===== config.mk =====
export PLATFORM = sky130hd
export DESIGN_NAME = flash_ecc_fault_ctl
export DESIGN_NICKNAME = d
export VERILOG_FILES = /design/src/rtl/fecc_pkg.sv /design/src/rtl/flash_fault_cfg_regs.sv /design/src/rtl/flash_fault_capture.sv /design/src/rtl/flash_ecc_fault_ctl.sv
export SDC_FILE = /design/constraint.sdc
export NUM_CORES = 1
export LEC_CHECK = 0
export CORE_UTILIZATION = 50
export DETAILED_ROUTE_END_ITERATION = 6
export DONT_BUFFER_PORTS = 1
export PLACE_DENSITY = 0.68
export SYNTH_ARGS = -nofsm -noshare
export SYNTH_HDL_FRONTEND = slang
export SYNTH_HIERARCHICAL = 1
export SYNTH_SLANG_ARGS = --single-unit

===== constraint.sdc =====
create_clock -name clk -period 1 [get_ports clk]
set_input_delay 0.15 -clock clk [delete_from_list [all_inputs] [get_ports clk]]
set_output_delay 0.15 -clock clk [all_outputs]
set_load 0.01 [all_outputs]

===== src/rtl/fecc_pkg.sv =====
package fecc_pkg;
  localparam logic [2:0] OFS_CFG    = 3'd0;
  localparam logic [2:0] OFS_ERRCFG = 3'd1;
  localparam logic [2:0] OFS_STAT   = 3'd2;
  localparam logic [2:0] OFS_CTYPE  = 3'd3;
  localparam logic [2:0] OFS_CADDR  = 3'd4;

  typedef struct packed {
    logic cc_en;
    logic ign_sgl;
    logic frc_dbl;
    logic frc_sgl;
  } cfg_t;
endpackage


===== src/rtl/flash_fault_cfg_regs.sv =====
module flash_fault_cfg_regs
  import fecc_pkg::*;
(
  input  logic       clk,
  input  logic       rst_n,
  input  logic       wr_en,
  input  logic [2:0] wr_addr,
  input  logic [7:0] wr_data,
  output cfg_t       cfg,
  output logic [1:0] err_en
);
  cfg_t       cfg_q, cfg_d;
  logic [1:0] en_q, en_d;
  logic       cfg_ld, en_ld;

  always_comb begin
    cfg_ld = wr_en && (wr_addr == OFS_CFG);
    en_ld  = wr_en && (wr_addr == OFS_ERRCFG);
    cfg_d  = '{cc_en: wr_data[7], ign_sgl: wr_data[4],
               frc_dbl: wr_data[1], frc_sgl: wr_data[0]};
    en_d   = wr_data[1:0];
  end

  always_ff @(posedge clk or negedge rst_n) begin
    if (!rst_n) begin
      cfg_q <= '0;
      en_q  <= '0;
    end else begin
      if (cfg_ld) cfg_q <= cfg_d;
      if (en_ld)  en_q  <= en_d;
    end
  end

  assign cfg    = cfg_q;
  assign err_en = en_q;


  force_hold_chk: assert property (@(posedge clk) disable iff (!rst_n)
    (cfg_q.frc_sgl && !cfg_ld) |=> cfg_q.frc_sgl);
endmodule


===== src/rtl/flash_fault_capture.sv =====
module flash_fault_capture
  import fecc_pkg::*;
#(
  parameter int ADDR_W = 16
) (
  input  logic              clk,
  input  logic              rst_n,
  input  cfg_t              cfg,
  input  logic              rd_strobe,
  input  logic              sgl_fault,
  input  logic              dbl_fault,
  input  logic [ADDR_W-1:0] rd_addr,
  input  logic              clr_en,
  input  logic [1:0]        clr_mask,
  output logic [1:0]        flags,
  output logic [ADDR_W-1:0] cap_addr,
  output logic              cap_dbl
);
  logic [1:0]        flg_q, flg_d, set_v;
  logic [ADDR_W-1:0] cap_q, cap_d;
  logic              typ_q, typ_d, cap_ld;
  logic              real_s, real_d;

  always_comb begin
    real_d   = rd_strobe && dbl_fault;
    real_s   = rd_strobe && sgl_fault && !cfg.ign_sgl;
    set_v[1] = real_d || (rd_strobe && cfg.frc_dbl);
    set_v[0] = real_s || (rd_strobe && cfg.frc_sgl);
    flg_d    = (flg_q & ~(clr_en ? clr_mask : 2'b00)) | set_v;
    cap_ld   = 1'b0;
    cap_d    = cap_q;
    typ_d    = typ_q;
    if (real_d && !flg_q[1]) begin
      cap_ld = 1'b1;
      cap_d  = rd_addr;
      typ_d  = 1'b1;
    end else if (real_s && !real_d && (flg_q == 2'b00)) begin
      cap_ld = 1'b1;
      cap_d  = rd_addr;
      typ_d  = 1'b0;
    end
  end

  always_ff @(posedge clk or negedge rst_n) begin
    if (!rst_n) begin
      flg_q <= '0;
      cap_q <= '0;
      typ_q <= 1'b0;
    end else begin
      flg_q <= flg_d;
      if (cap_ld) begin
        cap_q <= cap_d;
        typ_q <= typ_d;
      end
    end
  end

  assign flags    = flg_q;
  assign cap_addr = cap_q;
  assign cap_dbl  = typ_q;


  frc_dbl_set_chk: assert property (@(posedge clk) disable iff (!rst_n)
    (rd_strobe && cfg.frc_dbl) |=> flg_q[1]);

  w1c_only_chk: assert property (@(posedge clk) disable iff (!rst_n)
    $fell(flg_q[0]) |-> $past(clr_en && clr_mask[0]));

  cap_hold_chk: assert property (@(posedge clk) disable iff (!rst_n)
    flg_q[1] |=> ($stable(cap_q) && $stable(typ_q)));

  no_force_cap_chk: assert property (@(posedge clk) disable iff (!rst_n)
    (!sgl_fault && !dbl_fault) |=> $stable(cap_q));
endmodule


===== src/rtl/flash_ecc_fault_ctl.sv =====
module flash_ecc_fault_ctl
  import fecc_pkg::*;
#(
  parameter int ADDR_W = 16
) (
  input  logic              clk,
  input  logic              rst_n,
  input  logic [2:0]        reg_addr,
  input  logic              reg_we,
  input  logic [7:0]        reg_wdata,
  output logic [7:0]        reg_rdata,
  input  logic              rd_strobe,
  input  logic              sgl_fault,
  input  logic              dbl_fault,
  input  logic [ADDR_W-1:0] rd_addr,
  input  logic              cmd_done,
  output logic              cc_irq,
  output logic              fault_irq
);
  localparam int CAP_BYTES = (ADDR_W + 7) / 8;
  localparam int PAD_W     = CAP_BYTES * 8;

  logic [1:0]        rst_sync;
  logic              rst_ni;
  cfg_t              cfg;
  logic [1:0]        err_en, flags;
  logic [ADDR_W-1:0] cap_addr;
  logic              cap_dbl;
  logic [PAD_W-1:0]  cap_pad;

  always_ff @(posedge clk or negedge rst_n) begin
    if (!rst_n) rst_sync <= 2'b00;
    else        rst_sync <= {rst_sync[0], 1'b1};
  end
  assign rst_ni = rst_sync[1];

  flash_fault_cfg_regs u_cfg (
    .clk(clk), .rst_n(rst_ni), .wr_en(reg_we), .wr_addr(reg_addr),
    .wr_data(reg_wdata), .cfg(cfg), .err_en(err_en)
  );

  flash_fault_capture #(.ADDR_W(ADDR_W)) u_cap (
    .clk(clk), .rst_n(rst_ni), .cfg(cfg), .rd_strobe(rd_strobe),
    .sgl_fault(sgl_fault), .dbl_fault(dbl_fault), .rd_addr(rd_addr),
    .clr_en(reg_we && (reg_addr == OFS_STAT)), .clr_mask(reg_wdata[1:0]),
    .flags(flags), .cap_addr(cap_addr), .cap_dbl(cap_dbl)
  );

  always_comb begin
    cap_pad   = '0;
    cap_pad[ADDR_W-1:0] = cap_addr;
    reg_rdata = 8'h00;
    case (reg_addr)
      OFS_CFG:    reg_rdata = {cfg.cc_en, 2'b00, cfg.ign_sgl, 2'b00,
                               cfg.frc_dbl, cfg.frc_sgl};
      OFS_ERRCFG: reg_rdata = {6'b0, err_en};
      OFS_STAT:   reg_rdata = {6'b0, flags};
      OFS_CTYPE:  reg_rdata = {7'b0, cap_dbl};
      default: begin
        for (int k = 0; k < CAP_BYTES; k++)
          if (int'(reg_addr) - int'(OFS_CADDR) == k)
            reg_rdata = cap_pad[k*8 +: 8];
      end
    endcase
  end

  assign cc_irq    = cmd_done && cfg.cc_en;
  assign fault_irq = |(flags & err_en);


  cc_gate_chk: assert property (@(posedge clk) disable iff (!rst_ni)
    !cfg.cc_en |-> !cc_irq);

  fault_gate_chk: assert property (@(posedge clk) disable iff (!rst_ni)
    (flags == 2'b00) |-> !fault_irq);
endmodule


## Yosys cells after proc, flatten, opt, wreduce, memory -nomap -nowiden

Index checks and enable logic that the tools add are counted.
Widths: inputs -> output; s select.

| cells by class | value |
|---|---|
| add/subtract/negate cells | 1 |
| equality and inequality tests | 4 |
| multiplexer cells | 10 |
| bitwise operators | 4 |
| reduce and logical (&&, ||, !) cells | 23 |

Operator list:

| kind | count |
|---|---|
| $logic_not 32->1 | 1 |
| $mux 16 | 2 |
| $pmux 8 s4 | 1 |
| $mux 8 | 2 |
| $logic_and 1x1->1 | 12 |
| $eq 3x2->1 const B | 2 |
| $and 2x2->2 | 2 |
| $eq 4x2->1 const B | 1 |
| $mux 1 | 4 |
| $sub 3x3->4 const B | 1 |
| $eq 3x1->1 const B | 1 |
| $logic_not 1->1 | 3 |
| $logic_not 3->1 | 1 |
| $logic_not 2->1 | 1 |
| $logic_or 1x1->1 | 2 |
| $mux 2 | 1 |
| $not 2->2 | 1 |
| $or 2x2->2 | 1 |
| $reduce_and 2->1 | 1 |
| $reduce_bool 2->1 | 1 |
| $reduce_or 2->1 | 1 |

| storage, ports and cells | value |
|---|---|
| flip-flop bits (word level) | 27 |
| bits of input ports | 34 |
| output and inout port bits | 10 |

## Depth between registers and ports, before layout

| depth | value |
|---|---|
| depth in word-level cells | 7 |
| gate-level depth with buffers | 6 |
| depth with buffers taken out | 4 |

## Modules after synthesis

Netlist, hierarchy kept.

By module, submodules not included:

| module | instances | cells an instance | area an instance (sq um) | sequential area each (sq um) |
|---|---|---|---|---|
| flash_fault_capture | 1 | 50 | 802.0 | 475.5 |
| flash_ecc_fault_ctl | 1 | 37 | 306.5 | 50.0 |
| flash_fault_cfg_regs | 1 | 14 | 254.0 | 150.1 |

## Worst setup path after synthesis

Ideal clock, no wire load.

| path | value |
|---|---|
| kind | register -> register |
| from | register u_cap.flg_q[1] (netlist: u_cap/flags[1]) |
| to | register u_cap.cap_q[15] (netlist: u_cap/cap_addr[15]) |
| library setup time | 0.125 ns |
| arrival time | 1.196 ns |
| slack | -0.321 ns |
| cell stages (with the launch flop) | 5 |
| buffers on the path | 1 |
| clock period less this slack | 1.321 ns |
| cells stage by stage | dfrtp_1 -> and2b_2 -> o21ai_4 -> buf_6 -> mux2_4 |

| on the way | value |
|---|---|
| cells in the longest elaborated chain, start to end | 5 |
| elaborated cells on any way between the ends | 9 |
| those cells by class | 3 x mux; 6 x reduce/logical |

Ends and longest elaborated chain:

| item | RTL line | source |
|---|---|---|
| start, declared | flash_fault_capture.sv:19 | `logic [1:0] flg_q, flg_d, set_v;` |
| start signal, assigned | flash_fault_capture.sv:50 | `flg_q <= flg_d;` |
| $logic_not 2->1 | flash_fault_capture.sv:37 | `end else if (real_s && !real_d && (flg_q == 2'b00)) begin` |
| $logic_and 1x1->1 | flash_fault_capture.sv:37 |  |
| $mux 1 | flash_fault_capture.sv:37 |  |
| $mux 1 | flash_fault_capture.sv:33 | `if (real_d && !flg_q[1]) begin` |
| $reduce_and 2->1 (no line) | -- |  |
| end signal, assigned | flash_fault_capture.sv:52 | `cap_q <= cap_d;` |
| end, declared | flash_fault_capture.sv:20 | `logic [ADDR_W-1:0] cap_q, cap_d;` |

Several ways; a longest one is shown, not always the timed one.
A chain may end at the register's enable or synchronous reset.

## Worst setup path after layout

| path | value |
|---|---|
| from | register u_cap.flg_q[0] (netlist: u_cap/flags[0]) |
| to | output reg_rdata[0] |

| on the way | value |
|---|---|
| cells in the longest elaborated chain, start to end | 1 |

Ends and longest elaborated chain:

| item | RTL line | source |
|---|---|---|
| $pmux 8 s4 | flash_ecc_fault_ctl.sv:53 | `case (reg_addr)` |
| end, declared | flash_ecc_fault_ctl.sv:11 | `output logic [7:0] reg_rdata,` |

No other way between the ends.

==> results.json <==
{
  "synth_cell_types": 26,
  "syn_nets": 135,
  "setup_ws_ns": -0.6181,
  "yosysMostFrequentCell": "dfrtp_1",
  "rsz0062_at_grt": "true",
  "fin_nets": 177,
  "synth_area_leaders": "dfrtp_1, mux2_4, mux2_2",
  "grt_max_degree": 17,
  "combPwrFrac_pct": 32.5,
  "row_count": 18,
  "grtUsageTotal_pct": 22.60,
  "drt_iter0_drc": 9,
  "final-setup-viol-count": 28,
  "worstPathRequired_ns": 0.85,
  "cts_max_level": 1,
  "area_growth_pct": 37.28,
  "cp-start-kind": "flip-flop",
  "core_area_mm2": 0.002522,
  "avgSynthCellArea_um2": 13.49,
  "seqPwrFrac_pct": 51.9,
  "hpwl_um": 1840,
  "clk_pin_slew_worst_paths_ns": 0.15,
  "viasPerCell": 5.326,
  "hp-class": "in2reg",
  "cts-root-buf": "clkbuf_4",
  "fillers": 178,
  "ant_nets": 0,
  "synth_top_area_share_pct": 49.59,
  "drive_gt1_share_pct": 44.37,
  "grt.overflow.total": 0,
  "cts_sinks": 27,
  "swShare_pct": 27.90,
  "leakage_nw": 0.8632,
  "cts_buffer_depth": 2,
  "portBuffers": 0,
  "max-cap-violations": 0,
  "run_status": "finished, violations left",
  "wl_um": 2975,
  "cts_tree": "yes",
  "dp_slack_ns": -0.5175,
  "crit_fanout": 2,
  "vias": 916,
  "vdd_drop_max_mv": 1.672,
  "cts_made_buffers": 3,
  "maxSlewViolCount": 0,
  "fin_crit_sh_pct": 161.8,
  "hold_viol_final": 0,
  "post-route-min-period_ns": 1.618,
  "drt-pass1-iter-count": 4,
  "synth-edff-count": 0,
  "gp_congestion": 0.7960,
  "final_cells": 172,
  "grt_pass1_wl_um": 4616,
  "antenna_found_initial": 0,
  "clk_latency_ns": 0.32,
  "ys_warn_count": 6,
  "power.density_mw_per_mm2": 1643,
  "crit_type": "reg2out",
  "netlist_instances": 101,
  "fmax_ghz": 0.6180,
  "worst_setup_path_end_kind": "output pin",
  "p_switching_mw": 0.8573,
  "start_util_pct": 54.02,
  "die_area_mm2": 0.002938,
  "ys_seq_area_share_pct": 49.59,
  "antennaDiodeCount": 0,
  "violations": "setup timing",
  "synth_flop_cell": "dfrtp_1",
  "async_flop_share_pct": 100.0,
  "clockPowerShare_pct": 15.6,
  "skew_ns": 0.002140,
  "arrival_ns": 1.47,
  "dp_cells": 135,
  "grt_pass1_vias": 1032,
  "synth_seq_cells": 27,
  "syn_area_mm2": 0.001363,
  "routedWlPerCell_um": 17.30,
  "die_y_um": 54.20,
  "p_int_mw": 2.216,
  "fp.dieW_um": 54.20,
  "yosysTopAreaCell": "dfrtp_1",
  "ios": 44,
  "synthTopCellsByCount": "dfrtp_1, mux2_2, mux2_4",
  "route.detailed.drc": 0
}
==> registers in the layout, summed over array words and instances (netlist names) <==
name and flops:
u_cap/cap_addr 16, rst_sync 2, u_cap/cap_dbl 1, u_cfg/cfg 4, u_cfg/err_en 2, u_cap/flags 2
==> worst paths after layout <==
kind	startpoint	endpoint	slack (ns)	depth (start not counted)
setup / recovery	u_cap/flags[0]	reg_rdata[0]	-0.62	4
hold / removal	reg_addr[0]	u_cap/flags[1]	0.01	4
setup reg to reg	u_cap/flags[0]	u_cap/cap_addr[3]	-0.54	6
hold reg to reg	rst_sync[1]	u_cap/cap_addr[14]	0.20	1
max in group asynchronous	rst_sync[1]	u_cfg/cfg[2]	0.59	1
min in group asynchronous	rst_n	rst_sync[0]	0.03	1
==> per-stage QoR <==
step	hold WS (ns)	power (mW)	util (%)	instance area (um^2)	setup TNS (ns)
2_1_floorplan	-0.1456	2.197	-	1386	-4.409
3_3_place_gp	-0.1455	2.321	57.54	1451	-7.460
3_5_place_dp	-0.1455	2.366	57.54	1451	-8.329
4_1_cts	0.01085	3.007	72.22	1822	-11.44
5_1_grt	0.01750	3.242	74.16	1871	-13.06
6_report	0.01407	3.073	74.16	1871	-11.35
==> cell type report <==
type	count	area (um^2)	area share, %
Multi-Input combinational cell	68	700.7	37.46
Sequential cell	27	675.6	36.12
Timing Repair Buffer	42	425.4	22.74
Tap cell	30	37.54	2.007
Clock buffer	3	22.52	1.204
Clock inverter	1	5.005	0.2676
Inverter	1	3.754	0.2007
==> critical path, stage by stage, from the launching register on <==
cell,delay [ns]
dfrtp_1,0.42
buf_6,0.12
mux4_2,0.46
inv_2,0.08
o22ai_4,0.07
==> routing by layer <==
layer | global-route usage, % | vias up | share of wire [%]
li1 | - | 443 | -
met1 | 26.87 | 444 | 44
met2 | 40.24 | 27 | 51
met3 | 6.215 | 2 | 4.7
met4 | 4.701 | 0 | 0.40
met5 | 0 | - | 0
==> layout by cell type, fill, tap and decap left out, types with 2 or more instances in the layout <==
cell type,n
dfrtp_1,27
dlygate4sd3_1,23
mux2_2,12
buf_4,11
mux2_4,10
mux2i_1,9
nand2_1,7
buf_6,6
nor2_2,5
o21a_1,3
clkbuf_4,3
o21ai_0,2
nand3_1,2
a22o_1,2
and2b_2,2
==> repair_timing <==
| item | in CTS | in global routing |
|---|---|---|
| pin swaps | 2 | 2 |
| setup buffers | 8 | 2 |
| hold buffers | 23 | 0 |
| hold endpoints to repair | 27 | 0 |
| setup endpoints to repair | 28 | 28 |
| gates cloned | 0 | 1 |
| gates resized for setup | 13 | 6 |
==> cell families (layout without fill, tap and decap cells) <==
kind of cell	after synthesis	count (layout)	share of synthesized area (%)
simple gates	24	24	11.85
mux	32	32	29.20
compound gates	11	11	6.061
flops	27	27	49.59
other cells	1	1	0.2752
buf+inv	6	47	3.030
==> power by group through the flow <==
stage | registers, mW | logic (mW) | clock network, mW
floorplan | 1.57 | 0.629 | 0
global placement | 1.59 | 0.734 | 0
detailed placement | 1.61 | 0.756 | 0
CTS | 1.58 | 0.944 | 0.479
global route | 1.63 | 1.08 | 0.529
finish | 1.59 | 0.998 | 0.480
(Power assumes the default switching activity.)
